==> src/rtl/mvs_pkg.sv <==
package mvs_pkg;
  // Per-clock decode of the raster position.
  typedef struct packed {
    logic h_act;     // column is in the visible span
    logic v_act;     // line is in the visible span
    logic hsync;
    logic vsync;
    logic load;      // first pixel of a word is at this position
    logic fetch;     // a word starting 16 clocks ahead must be requested
    logic vb_start;  // first clock of vertical blanking
  } mvs_tick_t;
endpackage

==> src/rtl/mvs_timing.sv <==
module mvs_timing
  import mvs_pkg::*;
#(
  parameter int H_ACTIVE = 512,
  parameter int H_TOTAL  = 704,
  parameter int V_ACTIVE = 342,
  parameter int V_TOTAL  = 370,
  parameter int HS_FRONT = 16,
  parameter int HS_WIDTH = 64,
  parameter int VS_FRONT = 2,
  parameter int VS_WIDTH = 4,
  parameter int WORD_W   = 16
) (
  input  logic      clk,
  input  logic      rst_n,
  output mvs_tick_t tick
);
  localparam int HW = $clog2(H_TOTAL + 1);
  localparam int VW = $clog2(V_TOTAL + 1);
  localparam int PW = $clog2(WORD_W);
  localparam logic [HW-1:0] H_LAST  = HW'(H_TOTAL - 1);
  localparam logic [HW-1:0] H_ACT   = HW'(H_ACTIVE);
  localparam logic [HW-1:0] H_PRE   = HW'(H_TOTAL - WORD_W);
  localparam logic [HW-1:0] H_LASTF = HW'(H_ACTIVE - WORD_W);
  localparam logic [HW-1:0] HS_ON   = HW'(H_ACTIVE + HS_FRONT);
  localparam logic [HW-1:0] HS_OFF  = HW'(H_ACTIVE + HS_FRONT + HS_WIDTH);
  localparam logic [VW-1:0] V_LAST  = VW'(V_TOTAL - 1);
  localparam logic [VW-1:0] V_ACT   = VW'(V_ACTIVE);
  localparam logic [VW-1:0] V_ACTM1 = VW'(V_ACTIVE - 1);
  localparam logic [VW-1:0] VS_ON   = VW'(V_ACTIVE + VS_FRONT);
  localparam logic [VW-1:0] VS_OFF  = VW'(V_ACTIVE + VS_FRONT + VS_WIDTH);

  logic [HW-1:0] hcnt;
  logic [VW-1:0] vcnt;
  logic          word_edge;
  logic          next_line_vis;

  always_ff @(posedge clk or negedge rst_n) begin
    if (!rst_n) begin
      hcnt <= '0;
      vcnt <= V_ACT;
    end else if (hcnt == H_LAST) begin
      hcnt <= '0;
      vcnt <= (vcnt == V_LAST) ? '0 : vcnt + VW'(1);
    end else begin
      hcnt <= hcnt + HW'(1);
    end
  end

  always_comb begin
    word_edge     = (hcnt[PW-1:0] == '0);
    next_line_vis = (vcnt == V_LAST) || (vcnt < V_ACTM1);
    tick.h_act    = (hcnt < H_ACT);
    tick.v_act    = (vcnt < V_ACT);
    tick.hsync    = (hcnt >= HS_ON) && (hcnt < HS_OFF);
    tick.vsync    = (vcnt >= VS_ON) && (vcnt < VS_OFF);
    tick.load     = tick.h_act && tick.v_act && word_edge;
    tick.fetch    = (tick.v_act && word_edge && (hcnt < H_LASTF)) ||
                    ((hcnt == H_PRE) && next_line_vis);
    tick.vb_start = (hcnt == '0) && (vcnt == V_ACT);
  end
endmodule

==> src/rtl/mvs_fetch.sv <==
module mvs_fetch #(
  parameter int          ADDR_W    = 24,
  parameter int          WORD_W    = 16,
  parameter logic [31:0] MAIN_BASE = 32'h0001_A700,
  parameter logic [31:0] ALT_BASE  = 32'h0001_2700
) (
  input  logic              clk,
  input  logic              rst_n,
  input  logic              fetch,
  input  logic              vb_start,
  input  logic              load,
  input  logic              buf_sel,
  input  logic              req_ready,
  input  logic              rsp_valid,
  input  logic [WORD_W-1:0] rsp_data,
  output logic              req_valid,
  output logic [ADDR_W-1:0] req_addr,
  output logic [WORD_W-1:0] load_word
);
  localparam logic [ADDR_W-1:0] MAIN_A = ADDR_W'(MAIN_BASE);
  localparam logic [ADDR_W-1:0] ALT_A  = ADDR_W'(ALT_BASE);
  localparam logic [ADDR_W-1:0] STEP_A = ADDR_W'(WORD_W / 8);

  logic [ADDR_W-1:0] ptr;
  logic [WORD_W-1:0] hold;
  logic              hold_full;

  // Address pointer and request stream.
  always_ff @(posedge clk or negedge rst_n) begin
    if (!rst_n) begin
      ptr       <= MAIN_A;
      req_valid <= 1'b0;
      req_addr  <= '0;
    end else begin
      if (vb_start) ptr <= buf_sel ? ALT_A : MAIN_A;
      if (fetch) begin
        req_valid <= 1'b1;
        req_addr  <= ptr;
        ptr       <= ptr + STEP_A;
      end else if (req_valid && req_ready) begin
        req_valid <= 1'b0;
      end
    end
  end

  // One-word holding register; a load empties it.
  always_ff @(posedge clk or negedge rst_n) begin
    if (!rst_n) begin
      hold      <= '0;
      hold_full <= 1'b0;
    end else if (load) begin
      hold_full <= 1'b0;
    end else if (rsp_valid) begin
      hold      <= rsp_data;
      hold_full <= 1'b1;
    end
  end

  // Data landing on the load edge bypasses the holding register.
  always_comb begin
    if (rsp_valid)      load_word = rsp_data;
    else if (hold_full) load_word = hold;
    else                load_word = '0;
  end
endmodule

==> src/rtl/mvs_shifter.sv <==
module mvs_shifter #(
  parameter int WORD_W = 16
) (
  input  logic              clk,
  input  logic              rst_n,
  input  logic              load,
  input  logic [WORD_W-1:0] word,
  input  logic              h_act,
  input  logic              v_act,
  input  logic              hsync_in,
  input  logic              vsync_in,
  output logic              pix_black,
  output logic              hblank,
  output logic              vblank,
  output logic              hsync,
  output logic              vsync
);
  logic [WORD_W-1:0] sreg;

  always_ff @(posedge clk or negedge rst_n) begin
    if (!rst_n) begin
      sreg      <= '0;
      pix_black <= 1'b0;
      hblank    <= 1'b1;
      vblank    <= 1'b1;
      hsync     <= 1'b0;
      vsync     <= 1'b0;
    end else begin
      if (load) begin
        sreg      <= {word[WORD_W-2:0], 1'b0};
        pix_black <= word[WORD_W-1];
      end else begin
        sreg      <= {sreg[WORD_W-2:0], 1'b0};
        pix_black <= h_act && v_act && sreg[WORD_W-1];
      end
      hblank <= !h_act;
      vblank <= !v_act;
      hsync  <= hsync_in;
      vsync  <= vsync_in;
    end
  end
endmodule

==> src/rtl/mono_scanout.sv <==
module mono_scanout
  import mvs_pkg::*;
#(
  parameter int          H_ACTIVE  = 512,
  parameter int          H_TOTAL   = 704,
  parameter int          V_ACTIVE  = 342,
  parameter int          V_TOTAL   = 370,
  parameter int          HS_FRONT  = 16,
  parameter int          HS_WIDTH  = 64,
  parameter int          VS_FRONT  = 2,
  parameter int          VS_WIDTH  = 4,
  parameter int          WORD_W    = 16,
  parameter int          ADDR_W    = 24,
  parameter logic [31:0] MAIN_BASE = 32'h0001_A700,
  parameter logic [31:0] ALT_BASE  = 32'h0001_2700
) (
  input  logic              clk,
  input  logic              rst_n,
  input  logic              buf_sel,
  output logic              req_valid,
  input  logic              req_ready,
  output logic [ADDR_W-1:0] req_addr,
  input  logic              rsp_valid,
  input  logic [WORD_W-1:0] rsp_data,
  output logic              pix_black,
  output logic              hblank,
  output logic              vblank,
  output logic              hsync,
  output logic              vsync
);
  mvs_tick_t         tick;
  logic [WORD_W-1:0] load_word;

  mvs_timing #(
    .H_ACTIVE(H_ACTIVE), .H_TOTAL(H_TOTAL), .V_ACTIVE(V_ACTIVE),
    .V_TOTAL(V_TOTAL), .HS_FRONT(HS_FRONT), .HS_WIDTH(HS_WIDTH),
    .VS_FRONT(VS_FRONT), .VS_WIDTH(VS_WIDTH), .WORD_W(WORD_W)
  ) u_timing (
    .clk(clk), .rst_n(rst_n), .tick(tick)
  );

  mvs_fetch #(
    .ADDR_W(ADDR_W), .WORD_W(WORD_W),
    .MAIN_BASE(MAIN_BASE), .ALT_BASE(ALT_BASE)
  ) u_fetch (
    .clk(clk), .rst_n(rst_n), .fetch(tick.fetch), .vb_start(tick.vb_start),
    .load(tick.load), .buf_sel(buf_sel), .req_ready(req_ready),
    .rsp_valid(rsp_valid), .rsp_data(rsp_data), .req_valid(req_valid),
    .req_addr(req_addr), .load_word(load_word)
  );

  mvs_shifter #(.WORD_W(WORD_W)) u_shift (
    .clk(clk), .rst_n(rst_n), .load(tick.load), .word(load_word),
    .h_act(tick.h_act), .v_act(tick.v_act), .hsync_in(tick.hsync),
    .vsync_in(tick.vsync), .pix_black(pix_black), .hblank(hblank),
    .vblank(vblank), .hsync(hsync), .vsync(vsync)
  );
endmodule

==> config.mk <==
export PLATFORM = sky130hd
export DESIGN_NAME = mono_scanout
export DESIGN_NICKNAME = d
export VERILOG_FILES = /design/src/rtl/mvs_pkg.sv /design/src/rtl/mvs_timing.sv /design/src/rtl/mvs_fetch.sv /design/src/rtl/mvs_shifter.sv /design/src/rtl/mono_scanout.sv
export SDC_FILE = /design/constraint.sdc
export NUM_CORES = 1
export LEC_CHECK = 0
export CAP_MARGIN = 20
export CORE_MARGIN = 5
export CORE_UTILIZATION = 55
export CTS_CLUSTER_DIAMETER = 30
export DETAILED_ROUTE_END_ITERATION = 16
export GPL_ROUTABILITY_DRIVEN = 0
export PLACE_DENSITY = 0.78
export SLEW_MARGIN = 20
export SYNTH_ARGS = -nofsm -noshare
export SYNTH_HDL_FRONTEND = slang
export SYNTH_SLANG_ARGS = --single-unit
==> constraint.sdc <==
create_clock -name clk -period 6.36 [get_ports clk]
set_input_delay 1.272 -clock clk [delete_from_list [all_inputs] [get_ports clk]]
set_output_delay 1.272 -clock clk [all_outputs]
set_load 0.02 [all_outputs]
==> impl_metrics.toml <==
[synthesis]
synth-adder-area-share = 0.0127
synthMuxAreaShare = 0.0920
synth_nets = 489
synthXorXnorAreaFrac = 0.0177
ys_async_sr_fraction = 1.00
synth_edf_count = 0
synth_top_area_share = 0.456
synth_top_flop_cell = "dfrtp_1"
synth_top_family_by_area = "simple AND/OR/NAND/NOR gates"
synth.yosys.seq_area_share = 0.525
synth_cells = 463
yosys.area.top_type = "dfrtp_1"
synth_simple_gate_area_share = 0.165
synthTopCellsByArea = "dfrtp_1 (46%), mux2_2 (8.0%), dfstp_2 (6.9%)"
yosysUniqueCellTypes = 61
avgSynthCellArea_sq_um = 10.7
ys_warn_count = 0
syn_area_sq_um = 4940
ys_seq_elements = 103
synth_compound_area_frac = 0.144

[min_path]
min_from = "u_timing.hcnt[0]$_DFF_PN0_"
min_path_type = "register to register"

[cells_and_area]
layout_commonest_cell = "dfrtp_1"
antenna_cells = 0
syn2layout_area_growth_pct = 14.7
drive_gt1_frac = 0.170
fin_area_sq_um = 5660
regArea_sq_um = 2590
nets = 526
finalNonFillerCells = 613
multi_input_area_sq_um = 2140
n_fill_cell = 653
layout_common_cells = "dfrtp_1 (90), clkdlybuf4s50_1 (48), nor2_1 (40)"

[global_route]
grt.overflow.total = 0
grtUsageTotal = 0.187
grt_pass1_vias = 3580
grt_max_degree = 84
antenna_found_initial = 0
grt_pass1_wl_mm = 17.3

[die]
die_w_microns = 105
io_pins = 51
initial_core_util = 0.566
die-area_sq_um = 11000
row_count = 34
fp.coreArea_sq_um = 8720
die_y_microns = 105

[timing]
fin_crit_sh = 0.509
relSlewSlack = 0.323
min_period_ns = 3.24
finalHoldViolCount = 0
holdWs_ns = 0.501
worstMarginPinSlew_ns = 1.01
slew_viol_final = 0
grt_setup_unrepaired = "false"
postLayoutSetupSlackWorst_ns = 3.12
setup_viol = 0
skew_ns = 0.0109
setup_tns_ns = 0
max_freq_mhz = 309

[cts]
holdBufCountCts = 0
postCtsSetupRepairBufs = 0
htreeDepth = 3
numCtsBuffers = 9
clockBufferDepth = 2
cts_sinks = 103
clock_latency_ns = 0.37
cts_root_buffer = "clkbuf_8"
tritoncts = "built"
cts.repair.resized = 0
clk_pin_slew_ns = 0.10

[detailed_routing]
via_count = 3666
vias_per_cell = 5.98
drc = 0
avgRoutedWirePerCell_microns = 16.0
drt-initial-drc-count = 232
dr.pass1.iters = 7
antenna_left = 0
wl_mm = 9.83

[worst_setup_path]
reg2reg_from = "u_timing.vcnt[2]$_DFFE_PN1N_"
worstSetupPathType = "input pin to register"
cp_max_fo = 20
cp_data_required_time_ns = 6.65
endpoint_kind = "register"
crit_start = "rsp_valid"
start_kind = "input pin"
arrival_ns = 3.53

[place]
dp_cells = 597
port_buffers = 49
place_ws_ns = 2.76
place_area_sq_um = 5450
dp_hpwl_mm = 6.56

[status]
status = "completed"

[power]
powerDensity_nw_per_um2 = 204
ir_worst_vdd_mv = 0.131
power.leakage_nw = 2.41

[job]
cap_violations = 0
-- through the flow --
| step | util | total power [mW] |
|---|---|---|
| 2_1_floorplan | - | 0.720 |
| 3_3_place_gp | 0.625 | 0.752 |
| 3_5_place_dp | 0.625 | 0.754 |
| 4_1_cts | 0.648 | 1.16 |
| 5_1_grt | 0.649 | 1.20 |
| 6_report | 0.649 | 1.15 |
-- worst max-delay path: stages --
cell             delay, ns
clkdlybuf4s50_1       0.80
nor2b_1               0.97
a22oi_1               0.15
nand2_1               0.12
o21ai_0               0.08
nor3_1                0.14
-- synthesized netlist by cell type, types with 13 or more instances --
master / count
a21oi_1: 20
a22oi_1: 16
clkbuf_1: 13
dfrtp_1: 90
dfstp_2: 13
inv_1: 21
mux2_2: 35
nand2_1: 26
nand3_1: 17
nor2_1: 40
o21ai_0: 26
o22ai_1: 14
-- path summary, 6_finish.rpt --
kind	endpoint	cells after the start	slack, ns
worst max register to register	u_fetch.req_addr[2]$_DFFE_PN0P_	6	3.40
worst min-delay path	u_timing.hcnt[0]$_DFF_PN0_	1	0.50
max in group asynchronous	u_fetch.hold[9]$_DFFE_PN0P_	2	4.59
min in group asynchronous	u_fetch.hold[3]$_DFFE_PN0P_	1	0.76
worst max-delay path	u_shift.pix_black$_DFF_PN0_	6	3.12
worst min register to register	u_timing.hcnt[0]$_DFF_PN0_	1	0.50
-- power by group --
part           total, mW  switching (mW)  internal (mW)
clock              0.411           0.226          0.185
sequential         0.682         0.00773          0.675
combinational     0.0587          0.0300         0.0287
total               1.15           0.264          0.888
-- cell families after synthesis --
group,Yosys count
compound gates,109
xor+xnor,10
fa+ha+maj,5
buf+inv,47
flops,103
mux,39
other cells,1
simple gates,149
-- routing by layer --
layer,GRT usage,up-vias,share of wire
met5,0,-,0
met4,0.0603,0,0.011
met3,0.0419,12,0.049
met2,0.285,98,0.48
met1,0.268,1802,0.46
li1,-,1754,-
-- flip-flops by register name, indices dropped and copies added, names as in the netlist --
register           count
u_fetch.hold          16
u_fetch.hold_full      1
u_fetch.ptr           23
u_fetch.req_addr      23
u_fetch.req_valid      1
u_shift.hblank         1
u_shift.hsync          1
u_shift.pix_black      1
u_shift.sreg          15
u_shift.vblank         1
u_shift.vsync          1
u_timing.hcnt         10
u_timing.vcnt          9
-- final cells by class --
type / count / share of cell area
Clock inverter: 6 / 0.0122
Timing Repair Buffer: 52 / 0.0908
Multi-Input combinational cell: 313 / 0.379
Tap cell: 108 / 0.0239
Inverter: 21 / 0.0139
Clock buffer: 10 / 0.0225
Sequential cell: 103 / 0.458
No activity file was read; power rests on OpenSTA's default activity.
